File: src/rtl/vchain_pkg.sv
package vchain_pkg;
  localparam int NFU = 3;
  typedef enum logic [1:0] {
    FU_ADD   = 2'd0,
    FU_SHIFT = 2'd1,
    FU_LOGIC = 2'd2,
    FU_NONE  = 2'd3
  } fu_e;
endpackage

File: src/rtl/vchain_unit_track.sv
module vchain_unit_track #(
  parameter int LAT         = 3,
  parameter int NVREG       = 8,
  parameter int VREG_W      = 3,
  parameter int VL_W        = 7,
  parameter int EL_W        = 6,
  parameter int AGE_W       = 8,
  parameter int BUSY_TAIL   = 4,
  parameter int CHAIN_SLACK = 2
) (
  input  logic              clk,
  input  logic              rst,
  input  logic              i_start,
  input  logic [VREG_W-1:0] i_dst,
  input  logic [NVREG-1:0]  i_src_mask,
  input  logic [VL_W-1:0]   i_vl,
  output logic              o_fu_busy,
  output logic              o_reg_busy,
  output logic [VREG_W-1:0] o_dst,
  output logic [NVREG-1:0]  o_src_mask,
  output logic              o_chain_open,
  output logic [AGE_W-1:0]  o_age,
  output logic              o_wr_valid,
  output logic [VREG_W-1:0] o_wr_reg,
  output logic [EL_W-1:0]   o_wr_elem
);
  localparam logic [AGE_W-1:0] LAT_A  = AGE_W'(LAT);
  localparam logic [AGE_W-1:0] TAIL_A = AGE_W'(BUSY_TAIL);
  localparam logic [AGE_W-1:0] SLK_A  = AGE_W'(LAT + CHAIN_SLACK);

  logic              active_q;
  logic [AGE_W-1:0]  age_q;
  logic [VREG_W-1:0] dst_q;
  logic [NVREG-1:0]  src_q;
  logic [VL_W-1:0]   vl_q;
  logic [AGE_W-1:0]  free_at;
  logic [AGE_W-1:0]  done_at;

  assign free_at = AGE_W'(vl_q) + TAIL_A;
  assign done_at = AGE_W'(vl_q) + LAT_A;

  always_ff @(posedge clk) begin
    if (rst) begin
      active_q <= 1'b0;
      age_q    <= '0;
      dst_q    <= '0;
      src_q    <= '0;
      vl_q     <= '0;
    end else if (i_start) begin
      active_q <= 1'b1;
      age_q    <= AGE_W'(1);
      dst_q    <= i_dst;
      src_q    <= i_src_mask;
      vl_q     <= i_vl;
    end else if (active_q) begin
      if (age_q >= free_at) active_q <= 1'b0;
      else                  age_q    <= age_q + AGE_W'(1);
    end
  end

  assign o_fu_busy    = active_q && (age_q < free_at);
  assign o_reg_busy   = active_q && (age_q < done_at);
  assign o_chain_open = o_reg_busy && (age_q >= LAT_A) && (age_q <= SLK_A);
  assign o_dst        = dst_q;
  assign o_src_mask   = src_q;
  assign o_age        = age_q;
  assign o_wr_valid   = active_q && (age_q >= LAT_A) && (age_q < done_at);
  assign o_wr_reg     = dst_q;
  assign o_wr_elem    = EL_W'(age_q - LAT_A);

  p_start_free_r3: assert property (@(posedge clk) disable iff (rst)
    i_start |-> !o_fu_busy);
  p_first_elem_r2: assert property (@(posedge clk) disable iff (rst)
    $rose(o_wr_valid) |-> (o_wr_elem == '0));
  p_elem_step_r2: assert property (@(posedge clk) disable iff (rst)
    (o_wr_valid && $past(o_wr_valid)) |-> (o_wr_elem == EL_W'($past(o_wr_elem) + 1'b1)));
endmodule

File: src/rtl/vchain_hazard.sv
module vchain_hazard
  import vchain_pkg::*;
#(
  parameter int NVREG  = 8,
  parameter int VREG_W = 3,
  parameter int AGE_W  = 8
) (
  input  logic                         i_req_valid,
  input  logic [1:0]                   i_fu,
  input  logic [VREG_W-1:0]            i_src_a,
  input  logic                         i_src_a_scalar,
  input  logic [VREG_W-1:0]            i_src_b,
  input  logic [VREG_W-1:0]            i_dst,
  input  logic [NFU-1:0]               i_u_fu_busy,
  input  logic [NFU-1:0]               i_u_reg_busy,
  input  logic [NFU-1:0]               i_u_chain_open,
  input  logic [NFU-1:0][VREG_W-1:0]   i_u_dst,
  input  logic [NFU-1:0][NVREG-1:0]    i_u_src,
  input  logic [NFU-1:0][AGE_W-1:0]    i_u_age,
  output logic                         o_ok,
  output logic                         o_chained,
  output logic [AGE_W-1:0]             o_lag,
  output logic [NVREG-1:0]             o_src_mask
);
  logic             block;
  logic             chain;
  logic [AGE_W-1:0] lag;
  logic [NVREG-1:0] req_src;

  always_comb begin
    req_src = '0;
    if (!i_src_a_scalar) req_src[i_src_a] = 1'b1;
    req_src[i_src_b] = 1'b1;
    block = (i_fu == FU_NONE);
    chain = 1'b0;
    lag   = '0;
    for (int u = 0; u < NFU; u++) begin
      if ((i_fu == 2'(u)) && i_u_fu_busy[u]) block = 1'b1;
      if (i_u_reg_busy[u]) begin
        if ((i_u_dst[u] == i_dst) || i_u_src[u][i_dst]) block = 1'b1;
        if (req_src[i_u_dst[u]]) begin
          if (i_u_chain_open[u]) begin
            chain = 1'b1;
            if (i_u_age[u] > lag) lag = i_u_age[u];
          end else begin
            block = 1'b1;
          end
        end
      end
    end
  end

  assign o_ok       = i_req_valid && !block;
  assign o_chained  = o_ok && chain;
  assign o_lag      = o_chained ? lag : '0;
  assign o_src_mask = req_src;
endmodule

File: src/rtl/vchain_issue_ctrl.sv
module vchain_issue_ctrl
  import vchain_pkg::*;
#(
  parameter int NVREG       = 8,
  parameter int MAXVL       = 64,
  parameter int LAT_ADD     = 3,
  parameter int LAT_SHIFT   = 4,
  parameter int LAT_LOGIC   = 2,
  parameter int BUSY_TAIL   = 4,
  parameter int CHAIN_SLACK = 2
) (
  input  logic                             clk,
  input  logic                             rst,
  input  logic                             i_req_valid,
  input  logic [1:0]                       i_fu,
  input  logic [$clog2(NVREG)-1:0]         i_src_a,
  input  logic                             i_src_a_scalar,
  input  logic [$clog2(NVREG)-1:0]         i_src_b,
  input  logic [$clog2(NVREG)-1:0]         i_dst,
  input  logic [$clog2(MAXVL)-1:0]         i_vlen,
  output logic                             o_issue,
  output logic                             o_chained,
  output logic [7:0]                       o_chain_lag,
  output logic [NFU-1:0]                   o_wr_valid,
  output logic [NFU*$clog2(NVREG)-1:0]     o_wr_reg,
  output logic [NFU*$clog2(MAXVL)-1:0]     o_wr_elem
);
  localparam int VREG_W = $clog2(NVREG);
  localparam int EL_W   = $clog2(MAXVL);
  localparam int VL_W   = EL_W + 1;
  localparam int AGE_W  = 8;

  logic [VL_W-1:0]                 vl_full;
  logic                            ok_w;
  logic                            chained_w;
  logic [AGE_W-1:0]                lag_w;
  logic [NVREG-1:0]                req_src;
  logic [NFU-1:0]                  u_start;
  logic [NFU-1:0]                  u_fu_busy;
  logic [NFU-1:0]                  u_reg_busy;
  logic [NFU-1:0]                  u_chain_open;
  logic [NFU-1:0][VREG_W-1:0]      u_dst;
  logic [NFU-1:0][NVREG-1:0]       u_src;
  logic [NFU-1:0][AGE_W-1:0]       u_age;
  logic [NFU-1:0][VREG_W-1:0]      u_wr_reg;
  logic [NFU-1:0][EL_W-1:0]        u_wr_elem;

  assign vl_full = (i_vlen == '0) ? VL_W'(MAXVL) : VL_W'(i_vlen);

  vchain_hazard #(.NVREG(NVREG), .VREG_W(VREG_W), .AGE_W(AGE_W)) u_hazard (
    .i_req_valid   (i_req_valid),
    .i_fu          (i_fu),
    .i_src_a       (i_src_a),
    .i_src_a_scalar(i_src_a_scalar),
    .i_src_b       (i_src_b),
    .i_dst         (i_dst),
    .i_u_fu_busy   (u_fu_busy),
    .i_u_reg_busy  (u_reg_busy),
    .i_u_chain_open(u_chain_open),
    .i_u_dst       (u_dst),
    .i_u_src       (u_src),
    .i_u_age       (u_age),
    .o_ok          (ok_w),
    .o_chained     (chained_w),
    .o_lag         (lag_w),
    .o_src_mask    (req_src)
  );

  assign o_issue     = ok_w && !rst;
  assign o_chained   = chained_w && !rst;
  assign o_chain_lag = rst ? '0 : lag_w;

  for (genvar g = 0; g < NFU; g++) begin : g_unit
    localparam int L = (g == int'(FU_ADD))   ? LAT_ADD :
                       (g == int'(FU_SHIFT)) ? LAT_SHIFT : LAT_LOGIC;
    assign u_start[g] = o_issue && (i_fu == 2'(g));

    vchain_unit_track #(
      .LAT(L), .NVREG(NVREG), .VREG_W(VREG_W), .VL_W(VL_W), .EL_W(EL_W),
      .AGE_W(AGE_W), .BUSY_TAIL(BUSY_TAIL), .CHAIN_SLACK(CHAIN_SLACK)
    ) u_track (
      .clk         (clk),
      .rst         (rst),
      .i_start     (u_start[g]),
      .i_dst       (i_dst),
      .i_src_mask  (req_src),
      .i_vl        (vl_full),
      .o_fu_busy   (u_fu_busy[g]),
      .o_reg_busy  (u_reg_busy[g]),
      .o_dst       (u_dst[g]),
      .o_src_mask  (u_src[g]),
      .o_chain_open(u_chain_open[g]),
      .o_age       (u_age[g]),
      .o_wr_valid  (o_wr_valid[g]),
      .o_wr_reg    (u_wr_reg[g]),
      .o_wr_elem   (u_wr_elem[g])
    );

    assign o_wr_reg[g*VREG_W +: VREG_W] = u_wr_reg[g];
    assign o_wr_elem[g*EL_W +: EL_W]    = u_wr_elem[g];
  end

  for (genvar a = 0; a < NFU; a++) begin : g_pair_a
    for (genvar b = a + 1; b < NFU; b++) begin : g_pair_b
      p_wr_distinct_r4: assert property (@(posedge clk) disable iff (rst)
        !(o_wr_valid[a] && o_wr_valid[b] && (u_wr_reg[a] == u_wr_reg[b])));
    end
  end

  p_rst_quiet_r10: assert property (@(posedge clk)
    rst |-> (!o_issue && !o_chained));
endmodule

File: config.mk
export PLATFORM = sky130hd
export DESIGN_NAME = vchain_issue_ctrl
export DESIGN_NICKNAME = d
export VERILOG_FILES = /design/src/rtl/vchain_pkg.sv /design/src/rtl/vchain_unit_track.sv /design/src/rtl/vchain_hazard.sv /design/src/rtl/vchain_issue_ctrl.sv
export SDC_FILE = /design/constraint.sdc
export NUM_CORES = 1
export LEC_CHECK = 0
export ABC_AREA = 1
export BUFFER_PORTS_ARGS = -buffer_cell sky130_fd_sc_hd__buf_4
export CAP_MARGIN = 15
export CORE_MARGIN = 1.5
export CORE_UTILIZATION = 55
export DETAILED_ROUTE_END_ITERATION = 7
export PLACE_DENSITY = 0.77
export SLEW_MARGIN = 40
export SYNTH_ARGS = -nofsm -noshare
export SYNTH_HDL_FRONTEND = slang
export SYNTH_SLANG_ARGS = --single-unit
File: constraint.sdc
create_clock -name clk -period 5.6 [get_ports clk]
set_clock_uncertainty 0.15 [all_clocks]
set_input_delay 1.12 -clock clk [delete_from_list [all_inputs] [get_ports clk]]
set_output_delay 1.12 -clock clk [all_outputs]
set_load 0.005 [all_outputs]
# After elaboration in Yosys (flattened, before gate mapping)
# Cells that the tools add are included.
[totals]
elab_cells = 190
out_inout_bits = 40
mem_bits_rw = 0
latch_bits = 0
n_memories = 0
mem_bits_ro = 0
reg_bits = 81
input_bits = 21
[op_classes]
order_cmp = 25
n_shift = 0
n_eq_ne = 9
n_reduce_logical = 48
addsub = 11
bitwise = 4
muxes = 75
multipliers = 0
div_mod_pow = 0
[ops]
columns = ["op", "n"]
rows = [
  ["8-bit two-way mux", 15],
  ["1-bit two-way mux", 51],
  ["8-bit less-than comparator", 5],
  ["1-bit logical AND", 29],
  ["7-bit by 3-bit adder with 8-bit output (second input constant)", 3],
  ["8-bit by 1-bit adder with 8-bit output (second input constant)", 3],
  ["8-bit >= comparator", 3],
  ["8-bit by 3-bit less-or-equal comparator with 1-bit output (second input constant)", 3],
  ["3-bit by 4-bit less-than comparator with 1-bit output (second input constant)", 6],
  ["1-bit binary-select mux with 3-bit select", 6],
  ["7-bit by 2-bit adder with 8-bit output (second input constant)", 2],
  ["8-bit by 2-bit >= comparator with 1-bit output (second input constant)", 2],
  ["8-bit greater-than comparator", 2],
  ["2-bit AND reduction", 6],
  ["6-bit by 2-bit subtractor with 6-bit output (second input constant)", 2],
  ["3-bit == test", 3],
  ["8-bit by 3-bit >= comparator with 1-bit output (second input constant)", 1],
  ["8-bit by 1-bit greater-than comparator with 1-bit output (second input constant)", 1],
  ["8-bit bitwise OR", 1],
  ["7-bit two-way mux", 1],
  ["1-bit demux with 3-bit select", 2],
  ["3-bit by 1-bit >= comparator with 1-bit output (second input constant)", 2],
  ["6-bit zero test", 1],
  ["2-bit by 1-bit inequality test with 1-bit output (second input constant)", 3],
  ["9 further kinds", 19],
]

# Logic depth before layout (Yosys ltp)
# Gate-level depths: netlist of the first run.
[depth]
word_depth = 26
depth_mapped = 34

# By module
# Synthesis of the first run repeated with hierarchy kept, for this count alone.
[unflattened]
cells_unflattened = 1054
hier_area_um2 = 6891.6
[modules_own_cells]
columns = ["mod", "area_each_um2", "instances", "seq_area_each_um2", "cells_each"]
rows = [
  ["vchain_unit_track (g_unit[0].u_track)", 1751.7, 1, 540.5, 240],
  ["vchain_unit_track (g_unit[2].u_track)", 1749.2, 1, 540.5, 234],
  ["vchain_hazard", 1634.1, 1, 0.0, 323],
  ["vchain_unit_track (g_unit[1].u_track)", 1575.3, 1, 540.5, 216],
  ["vchain_issue_ctrl", 181.4, 1, 0.0, 41],
]

# Least setup slack after synthesis of the first run
# OpenSTA, ideal clock, no wires.
[synth_timing]
path_kind = "register to output"
startpoint = "register g_unit[0].u_track.vl_q[0]"
endpoint = "output port o_chain_lag[3]"
setup_slack_ns = -0.004
path_buffers = 0
arrival_ns = 4.334
stages_incl_launch_ff = 33
cell_sequence = "dfxtp_1 > inv_1 > ha_1 > nor3_1 > xor2_1 > ha_1 > nand2_1 > nor2_1 > a211oi_1 > nand3_1 > inv_1 > nand3_1 > nor2_1 > inv_1 > ha_1 > nand2_1 > inv_1 > o21ai_0 > a21oi_1 > o21ba_2 > nand3_1 > inv_1 > nor2_1 > a21oi_1 > ha_1 > a21oi_1 > o21ai_0 > nand2_1 > a21oi_1 > nand3_1 > nand2_1 > inv_1 > nor2_1"
[synth_via]
elab_chain_cells = 25
[synth_rtl]
columns = ["item", "line_no", "text"]
rows = [
  ["start, declared", "vchain_unit_track.sv:35", "logic [VL_W-1:0] vl_q;"],
  ["start signal, assigned", "vchain_unit_track.sv:54", "vl_q <= i_vl;"],
  ["parallel branches: the longest is 23 deep, another holds 7-bit by 2-bit adder with 8-bit output", "--", ""],
  ["8-bit two-way mux (*)", "vchain_hazard.sv:55", "assign o_lag = o_chained ? lag : '0;"],
  ["8-bit two-way mux (*)", "vchain_issue_ctrl.sv:71", "assign o_chain_lag = rst ? '0 : lag_w;"],
  ["end, declared", "vchain_issue_ctrl.sv:23", "output logic [7:0] o_chain_lag,"],
]
# Mark *: on every way between the ends. The select of a mux whose other input is x is not followed.

# Worst setup path after layout of the first run
[layout_timing]
startpoint = "register g_unit[0].u_track.vl_q[0]"
endpoint = "output port o_chain_lag[2]"
# Same word-level chain as after synthesis.

==> summary.txt, run 1 <==
status = complete, but fails checks
failing checks = negative setup slack
CTS Buffer Depth = 2
XOR/XNOR Fraction of Synth Area = 0.0520
largest net degree at the start of global routing = 58
Max FO, Critical Path = 3
synthesis-to-layout area growth = 20.3%
Hold Fails Final Rpt = 0
worst endpoint data arrival time = 4.89 ns
max-cap violations = 0
share of cells above drive strength 1 = 0.175
fin cells = 1361
hpwl dp = 13.3 mm
Post-synth top flop = dfxtp_1
Min-Delay Path Class = reg2reg
Yosys top cell by area = dfxtp_1
top-area cell type share of the netlist area = 0.235
Die W = 115 µm
Iteration-0 DRC Markers = 513
Reg clk slew, reported paths = 0.06 ns
library cells used by synthesis = 37
most frequent cells after synthesis = nand2_1 (236), inv_1 (188), nor2_1 (130), dfxtp_1 (81), nand4_1 (75)
type of the worst setup path = reg2out
Power Density = 171 nW/µm²
first-pass GRT wire length = 30.6 mm
Compound-Gate Fraction of Synth Area = 0.0742
Total Power = 1.42 mW
EDFF count, synth = 0
ranking of synthesized cells by area = dfxtp_1 (23%), ha_1 (13%), nand2_1 (13%)
post-synthesis cell count = 1090
most frequent cell on the critical path = inv_2
worst-margin pin slew = 0.607 ns
First-pass DRT Iterations = 5
GPL Wtd Cong = 0.896
Tmin final = 6.16 ns
Post-synth ARST share = 0
Num CTS Buffers = 9
Vias/cell = 5.23
WL final = 18.9 mm
Leak Pwr = 4.03 nW
final-report setup violation count = 4
YS warnings = 0
Core Box Area = 12100 µm²
Nets = 1283
IO buf count = 56
Final WS setup = -0.565 ns
DRT antenna net count = 0
CTS tree = yes
Synth Register Bits = 81
FF-to-FF setup slack = 1.94 ns
clock latency on the worst-skew pair = 0.35 ns
adder-cell share of the synthesized area = 0.134
slowest stage delay, CP = 0.34 ns
synthesized cell area = 6910 µm²
drt drc = 0
RSZ-0062 raised after global routing = yes
grt ovf = 0
total track usage = 0.290
average wire per standard cell = 13.9 µm
total number of vias = 7124
Slew Viols, Final = 0
simple-gate share of the synthesized area = 0.354
post-synthesis sequential area ratio = 0.235
crit path capture type = output port
Worst Path Required = 4.33 ns
# hold bufs at CTS = 0
Max Fclk = 162 MHz
# H-tree levels = 3
TritonCTS Sinks = 81
CP max stage cell = dfxtp_2
worst relative slew slack = 0.596
average instance area after synthesis = 6.34 µm²
Placed Cells = 1331
vias in the first global route = 6577
Die Area = 13200 µm²
die extent in y = 115 µm
row cnt = 40
initial cell density of the core = 0.570
clk root buf = clkbuf_16
# IOs = 61
initial antenna violation count = 0
most common cell in the netlist = nand2_1
n_diodes = 0
Tcrit/Tclk final = 1.10
largest family of logic cells by synthesized area = simple AND/OR/NAND/NOR gates
Startpoint Class = flip-flop
post-synthesis mux area share = 0
Peak supply drop = 0.000196 V
per-stage QoR:
step | hold WS (ns) | utilization | cell area, µm² | TNS (ns) | worst slack (ns)
floorplan | 0.333 | - | 6950 | 0 | 0.0584
global placement | 0.343 | 0.634 | 7680 | -1.47 | -0.385
detailed placement | 0.345 | 0.634 | 7680 | -1.84 | -0.478
CTS | 0.358 | 0.671 | 8130 | -1.75 | -0.448
global route | 0.385 | 0.686 | 8310 | -3.03 | -0.773
finish | 0.357 | 0.686 | 8310 | -2.15 | -0.565
layer usage:
metal,up-vias,GRT usage,part of all wire
met5,-,0,0
met4,0,0.0996,0.028
met3,44,0.0511,0.058
met2,231,0.502,0.48
met1,3213,0.363,0.43
li1,3636,-,-
report_power, final:
group	total (mW)	internal [mW]	switching, mW
Combinational	0.251	0.0936	0.157
Sequential	0.605	0.591	0.0140
Clock	0.568	0.313	0.255
critical path, delay by kind of cell (launching register included):
family	cells	cell delay (ns)
and+or+nand+nor	16	1.73
adders and majority gates	4	0.96
buffers and inverters	8	0.76
AOI/OAI and AO/OA	4	0.57
DFF	1	0.34
xor gates and xnor gates	1	0.20
kinds of logic (layout without fill, tap and decap cells):
| logic type | Yosys count | in the layout |
|---|---|---|
| and+or+nand+nor | 551 | 551 |
| buffers and inverters | 244 | 336 |
| AOI/OAI and AO/OA | 97 | 97 |
| DFF | 81 | 81 |
| adders and majority gates | 74 | 74 |
| xor gates and xnor gates | 41 | 41 |
| other | 2 | 13 |
final timing paths:
| check | startpoint | endpoint | cells after the start |
|---|---|---|---|
| setup reg to reg | g_unit[2].u_track.vl_q[3] | g_unit[2].u_track.o_age[5] | 20 |
| setup / recovery | g_unit[0].u_track.vl_q[0] | o_chain_lag[2] | 33 |
| hold reg to reg | g_unit[2].u_track.o_src_mask[7] | g_unit[2].u_track.o_src_mask[7] | 4 |
| hold / removal | g_unit[2].u_track.o_src_mask[7] | g_unit[2].u_track.o_src_mask[7] | 4 |
cell type report:
cell class | count | area (µm²)
Clock buffer | 10 | 239
Clock inverter | 6 | 43.8
Fill cell | 1096 | 3800
Inverter | 199 | 749
Multi-Input combinational cell | 776 | 4520
Sequential cell | 81 | 1630
Tap cell | 168 | 210
Timing Repair Buffer | 121 | 923
placed cells by master (no fill, tap or decap), types with 4 or more instances in the layout:
cell type,netlist,layout
or2_2,5,5
o21ai_1,6,7
and2_1,7,7
nand3_1,71,67
a21oi_2,1,8
dfxtp_1,81,76
inv_1,188,181
conb_1,2,13
buf_4,16,117
nor3_1,11,8
inv_2,10,16
xnor2_1,15,14
nand2_1,236,233
buf_6,6,4
nand2_2,3,5
ha_1,74,70
nor2_1,130,121
clkbuf_16,0,9
xor2_1,26,26
o21ai_0,22,20
nand4_1,75,75
nor2_2,1,8
a21oi_1,63,54
flip-flops by register name, summed over array words and instances, names as in the netlist:
name,cells
g_unit.u_track.o_dst,9
g_unit.u_track.o_age,24
g_unit.u_track.active_q,3
g_unit.u_track.o_src_mask,24
g_unit.u_track.vl_q,21
repair_timing:
action / in CTS / in global routing
gates cloned: 0 / 0
buffers inserted: 11 / 3
resized for setup: 28 / 39
pin swaps: 27 / 26
endpoints found under the setup margin: 4 / 4
No activity file was read; power rests on OpenSTA's default activity.
==> inputs of run 2 (changes only) <==
--- a/config.mk
+++ b/config.mk
@@ -8,10 +8,12 @@
 export ABC_AREA = 1
 export BUFFER_PORTS_ARGS = -buffer_cell sky130_fd_sc_hd__buf_4
 export CAP_MARGIN = 15
+export CELL_PAD_IN_SITES_DETAIL_PLACEMENT = 2
+export CELL_PAD_IN_SITES_GLOBAL_PLACEMENT = 2
 export CORE_MARGIN = 1.5
-export CORE_UTILIZATION = 55
+export CORE_UTILIZATION = 30
 export DETAILED_ROUTE_END_ITERATION = 7
-export PLACE_DENSITY = 0.77
+export PLACE_DENSITY_LB_ADDON = 0.1
 export SLEW_MARGIN = 40
 export SYNTH_ARGS = -nofsm -noshare
 export SYNTH_HDL_FRONTEND = slang
==> summary.txt, run 2 (synthesis results as in run 1) <==
status = complete, but fails checks
failing checks = negative setup slack
n_diodes = 0
Leak Pwr = 4.03 nW
total number of vias = 7348
IO buf count = 56
GPL Wtd Cong = 0.844
Layout fillers = 2842
Max FO, Critical Path = 4
Pint = 1.04 mW
Die Area = 23900 µm²
first-pass GRT wire length = 41.4 mm
hpwl dp = 20.1 mm
Vias/cell = 4.96
Num CTS Buffers = 9
Power Density = 180 nW/µm²
# hold bufs at CTS = 0
Finished Cell Area = 8540 µm²
DRT antenna net count = 0
Die W = 155 µm
most common cell after layout, fill and taps aside = nand2_1
WL final = 26.7 mm
Min-Delay Path Class = reg2reg
grt ovf = 0
Startpoint Class = flip-flop
sequential power share = 0.395
Sw Share = 0.319
most frequent cells in the layout = nand2_1 (233), inv_1 (179), nor2_1 (125)
initial cell density of the core = 0.305
placed cell area = 7900 µm²
Reg clk slew, reported paths = 0.08 ns
initial antenna violation count = 0
Total Power = 1.53 mW
slowest stage delay, CP = 0.34 ns
Worst Path Required = 4.33 ns
average wire per standard cell = 18.0 µm
synthesis-to-layout area growth = 23.5%
RSZ-0062 raised after global routing = yes
clock latency on the worst-skew pair = 0.36 ns
clk root buf = clkbuf_16
most frequent cell on the critical path = nand2_1
total track usage = 0.223
share of cells above drive strength 1 = 0.180
row cnt = 55
final-report setup violation count = 4
CTS tree = yes
sw power = 0.489 mW
Peak supply drop = 0.000118 V
# IOs = 61
CTS Buffer Depth = 2
drt drc = 0
largest net degree at the start of global routing = 58
CP max stage cell = dfxtp_2
Comb pwr share = 0.178
Hold Fails Final Rpt = 0
FF-to-FF setup slack = 1.65 ns
# H-tree levels = 3
clock group share of total power = 0.427
Core Box Area = 22600 µm²
Final WS setup = -0.674 ns
Nets = 1287
TritonCTS Sinks = 81
First-pass DRT Iterations = 4
worst relative slew slack = 0.564
vias in the first global route = 7649
Tcrit/Tclk final = 1.12
die extent in y = 155 µm
crit path capture type = output port
max-cap violations = 0
type of the worst setup path = reg2out
Iteration-0 DRC Markers = 239
Slew Viols, Final = 0
worst endpoint data arrival time = 5.00 ns
Max Fclk = 159 MHz
worst-margin pin slew = 0.653 ns
Tmin final = 6.27 ns
-- run 2: final cells by class --
class,instances,area (µm²),share of cell area
repair buffers,125,946,0.111
flip-flops and latches,81,1630,0.191
clock inverters,7,83.8,0.00982
multi-input cells,776,4550,0.533
clock buffers,9,225,0.0264
well taps,285,357,0.0418
inverters,199,749,0.0878
-- run 2: worst paths after layout --
check / start / endpoint / depth (start not counted)
setup / recovery: g_unit[0].u_track.vl_q[1] / o_chain_lag[1] / 31
hold / removal: g_unit[2].u_track.o_src_mask[4] / g_unit[2].u_track.o_src_mask[4] / 4
setup reg to reg: g_unit[2].u_track.vl_q[2] / g_unit[2].u_track.o_age[6] / 20
hold reg to reg: g_unit[2].u_track.o_src_mask[4] / g_unit[2].u_track.o_src_mask[4] / 4
-- run 2: power by group through the flow --
| stage | combinational, mW | sequential, mW | clock, mW |
|---|---|---|---|
| floorplan | 0.167 | 0.615 | 0 |
| global placement | 0.256 | 0.619 | 0 |
| detailed placement | 0.264 | 0.619 | 0 |
| CTS | 0.272 | 0.606 | 0.674 |
| global route | 0.307 | 0.608 | 0.692 |
| finish | 0.273 | 0.606 | 0.655 |
-- run 2: routing by layer --
metal | share of wire | vias up | track usage | routed length (µm)
li1 | - | 3648 | - | -
met1 | 0.44 | 3604 | 0.269 | 11900
met2 | 0.52 | 72 | 0.421 | 13800
met3 | 0.021 | 24 | 0.0255 | 555
met4 | 0.017 | 0 | 0.0485 | 461
met5 | 0 | - | 0 | 0
-- run 2: through the flow --
step / hold slack (ns) / setup slack, ns / util / setup TNS [ns] / instances
floorplan: 0.333 / 0.0584 / - / 0 / 1101
global placement: 0.346 / -0.520 / 0.349 / -1.94 / 1457
detailed placement: 0.355 / -0.787 / 0.349 / -3.02 / 1457
CTS: 0.370 / -0.469 / 0.370 / -1.82 / 1479
global route: 0.410 / -0.936 / 0.377 / -3.71 / 1482
finish: 0.364 / -0.674 / 0.377 / -2.61 / 1482
-- run 2: critical path: cells and delay by family (launching register included) --
kind	cells	cell delay, ns
AND/OR/NAND/NOR	11	1.17
adder cells (fa/ha/maj)	3	0.89
buffers and inverters	7	0.67
XOR/XNOR	1	0.21
AO/OA/AOI/OAI	9	1.36
flip-flops	1	0.34
-- run 2: repair_timing --
item / in CTS / in global routing
resized for setup: 39 / 27
hold endpoints to repair: 0 / 0
setup buffers: 6 / 3
endpoints found under the setup margin: 4 / 4
pin swaps: 24 / 24
==> inputs of run 3 (changes only) <==
--- a/config.mk
+++ b/config.mk
@@ -11,9 +11,11 @@
 export CELL_PAD_IN_SITES_DETAIL_PLACEMENT = 2
 export CELL_PAD_IN_SITES_GLOBAL_PLACEMENT = 2
 export CORE_MARGIN = 1.5
-export CORE_UTILIZATION = 30
+export CORE_UTILIZATION = 31
+export CTS_BUF_LIST = sky130_fd_sc_hd__clkbuf_8
 export DETAILED_ROUTE_END_ITERATION = 7
 export PLACE_DENSITY_LB_ADDON = 0.1
+export SETUP_SLACK_MARGIN = 0.3
 export SLEW_MARGIN = 40
 export SYNTH_ARGS = -nofsm -noshare
 export SYNTH_HDL_FRONTEND = slang
==> summary.txt, run 3 (synthesis results as in run 1) <==
status = complete, but fails checks
failing checks = negative setup slack
Layout fillers = 2629
hpwl dp = 19.5 mm
reg2reg path depth = 37
share of cells above drive strength 1 = 0.213
Startpoint Class = flip-flop
# hold bufs at CTS = 0
Iteration-0 DRC Markers = 257
first-pass GRT wire length = 44.0 mm
worst endpoint data arrival time = 5.27 ns
Num CTS Buffers = 9
Die W = 152 µm
Max FO, Critical Path = 5
Nets = 1309
Min-Delay Path Class = reg2reg
row cnt = 54
First-pass DRT Iterations = 6
CP Launch Point = g_unit[0].u_track.vl_q[3]
Reg clk slew, reported paths = 0.12 ns
CTS Buffer Depth = 2
Total Power = 1.39 mW
final-report setup violation count = 7
Final WS setup = -0.940 ns
Tcrit/Tclk final = 1.17
n_diodes = 0
CTS tree = yes
Reg area = 1640 µm²
DRT antenna net count = 0
synthesis-to-layout area growth = 28.1%
Leak Pwr = 4.13 nW
total number of vias = 7656
clock latency on the worst-skew pair = 0.42 ns
worst-margin pin slew = 0.699 ns
drt drc = 0
die extent in y = 152 µm
most common cell after layout, fill and taps aside = nand2_1
RR Endpoint = g_unit[2].u_track.vl_q[0]
largest net degree at the start of global routing = 58
grt ovf = 0
pre-CTS setup slack = -0.563 ns
Core Box Area = 21800 µm²
Min Hold Slack = 0.366 ns
total track usage = 0.241
Vias/cell = 5.11
vias in the first global route = 8153
FF-to-FF setup slack = 0.18 ns
footprint of the multi-input gates = 4650 µm²
min-delay src = g_unit[2].u_track.o_src_mask[7]
worst relative slew slack = 0.529
GPL Wtd Cong = 0.836
slowest stage delay, CP = 0.42 ns
Worst Path Required = 4.33 ns
initial antenna violation count = 0
Die Area = 23200 µm²
CP max stage cell = dfxtp_4
initial cell density of the core = 0.317
RR Startpoint = g_unit[0].u_track.vl_q[3]
clk root buf = clkbuf_8
Peak supply drop = 0.000107 V
RSZ-0062 raised after global routing = yes
# IOs = 61
Max Fclk = 153 MHz
average wire per standard cell = 20.1 µm
max-cap violations = 0
Power Density = 157 nW/µm²
crit path capture type = output port
IO buf count = 56
fin util = 0.406
Tmin final = 6.54 ns
WL final = 30.1 mm
setup TNS = -5.94 ns
# H-tree levels = 3
TritonCTS Sinks = 81
Hold Fails Final Rpt = 0
most frequent cells in the layout = nand2_1 (225), inv_1 (177), nor2_1 (117)
type of the worst setup path = reg2out
Critical Path End = o_chain_lag[2]
Slew Viols, Final = 0
run 3: layer usage:
metal  GRT usage  part of all wire
met5           0                 0
met2       0.451              0.53
met4      0.0952             0.037
met1       0.281              0.41
met3      0.0228             0.025
run 3: power by group:
group,leakage (nW),switching [mW],internal [mW]
Clock,0.0995,0.309,0.175
Combinational,3.37,0.189,0.115
Sequential,0.659,0.0158,0.591
run 3: timing repair:
action | 4_1_cts | 5_1_grt
resized for setup | 61 | 56
gates cloned | 0 | 2
hold endpoints to repair | 0 | 0
buffers inserted | 31 | 8
pin swaps | 28 | 34
setup endpoints to repair | 4 | 61
run 3: how the worst min path moves through the flow:
stage / depth (start not counted) / slack [ns] / to
after CTS: 4 / 0.37 / g_unit[2].u_track.o_src_mask[7]
after detailed placement: 4 / 0.36 / g_unit[2].u_track.o_src_mask[7]
after global routing: 4 / 0.40 / g_unit[1].u_track.o_src_mask[4]
after global placement: 4 / 0.35 / g_unit[2].u_track.o_src_mask[7]
after floorplan: 4 / 0.33 / g_unit[1].u_track.o_src_mask[7]
final: 4 / 0.37 / g_unit[2].u_track.o_src_mask[7]
run 3: final cells by class:
cell class	count	area share
clock buffers	9	0.0140
clock inverters	7	0.00806
inverters	199	0.0858
multi-input cells	776	0.525
flip-flops and latches	81	0.185
well taps	280	0.0396
repair buffers	147	0.143
run 3: worst max-delay path: cells and delay by family, from the launching register on:
kind / cells / cell delay, ns
AO/OA/AOI/OAI: 9 / 1.45
flip-flops: 1 / 0.42
buffers and inverters: 7 / 0.69
AND/OR/NAND/NOR: 12 / 1.40
adder cells (fa/ha/maj): 3 / 0.87
run 3: stage by stage:
step           cell area (µm²)  std cells
2_1_floorplan             7010       1101
3_3_place_gp              7870       1442
3_5_place_dp              7870       1442
4_1_cts                   8520       1489
5_1_grt                   8850       1499
6_report                  8850       1499
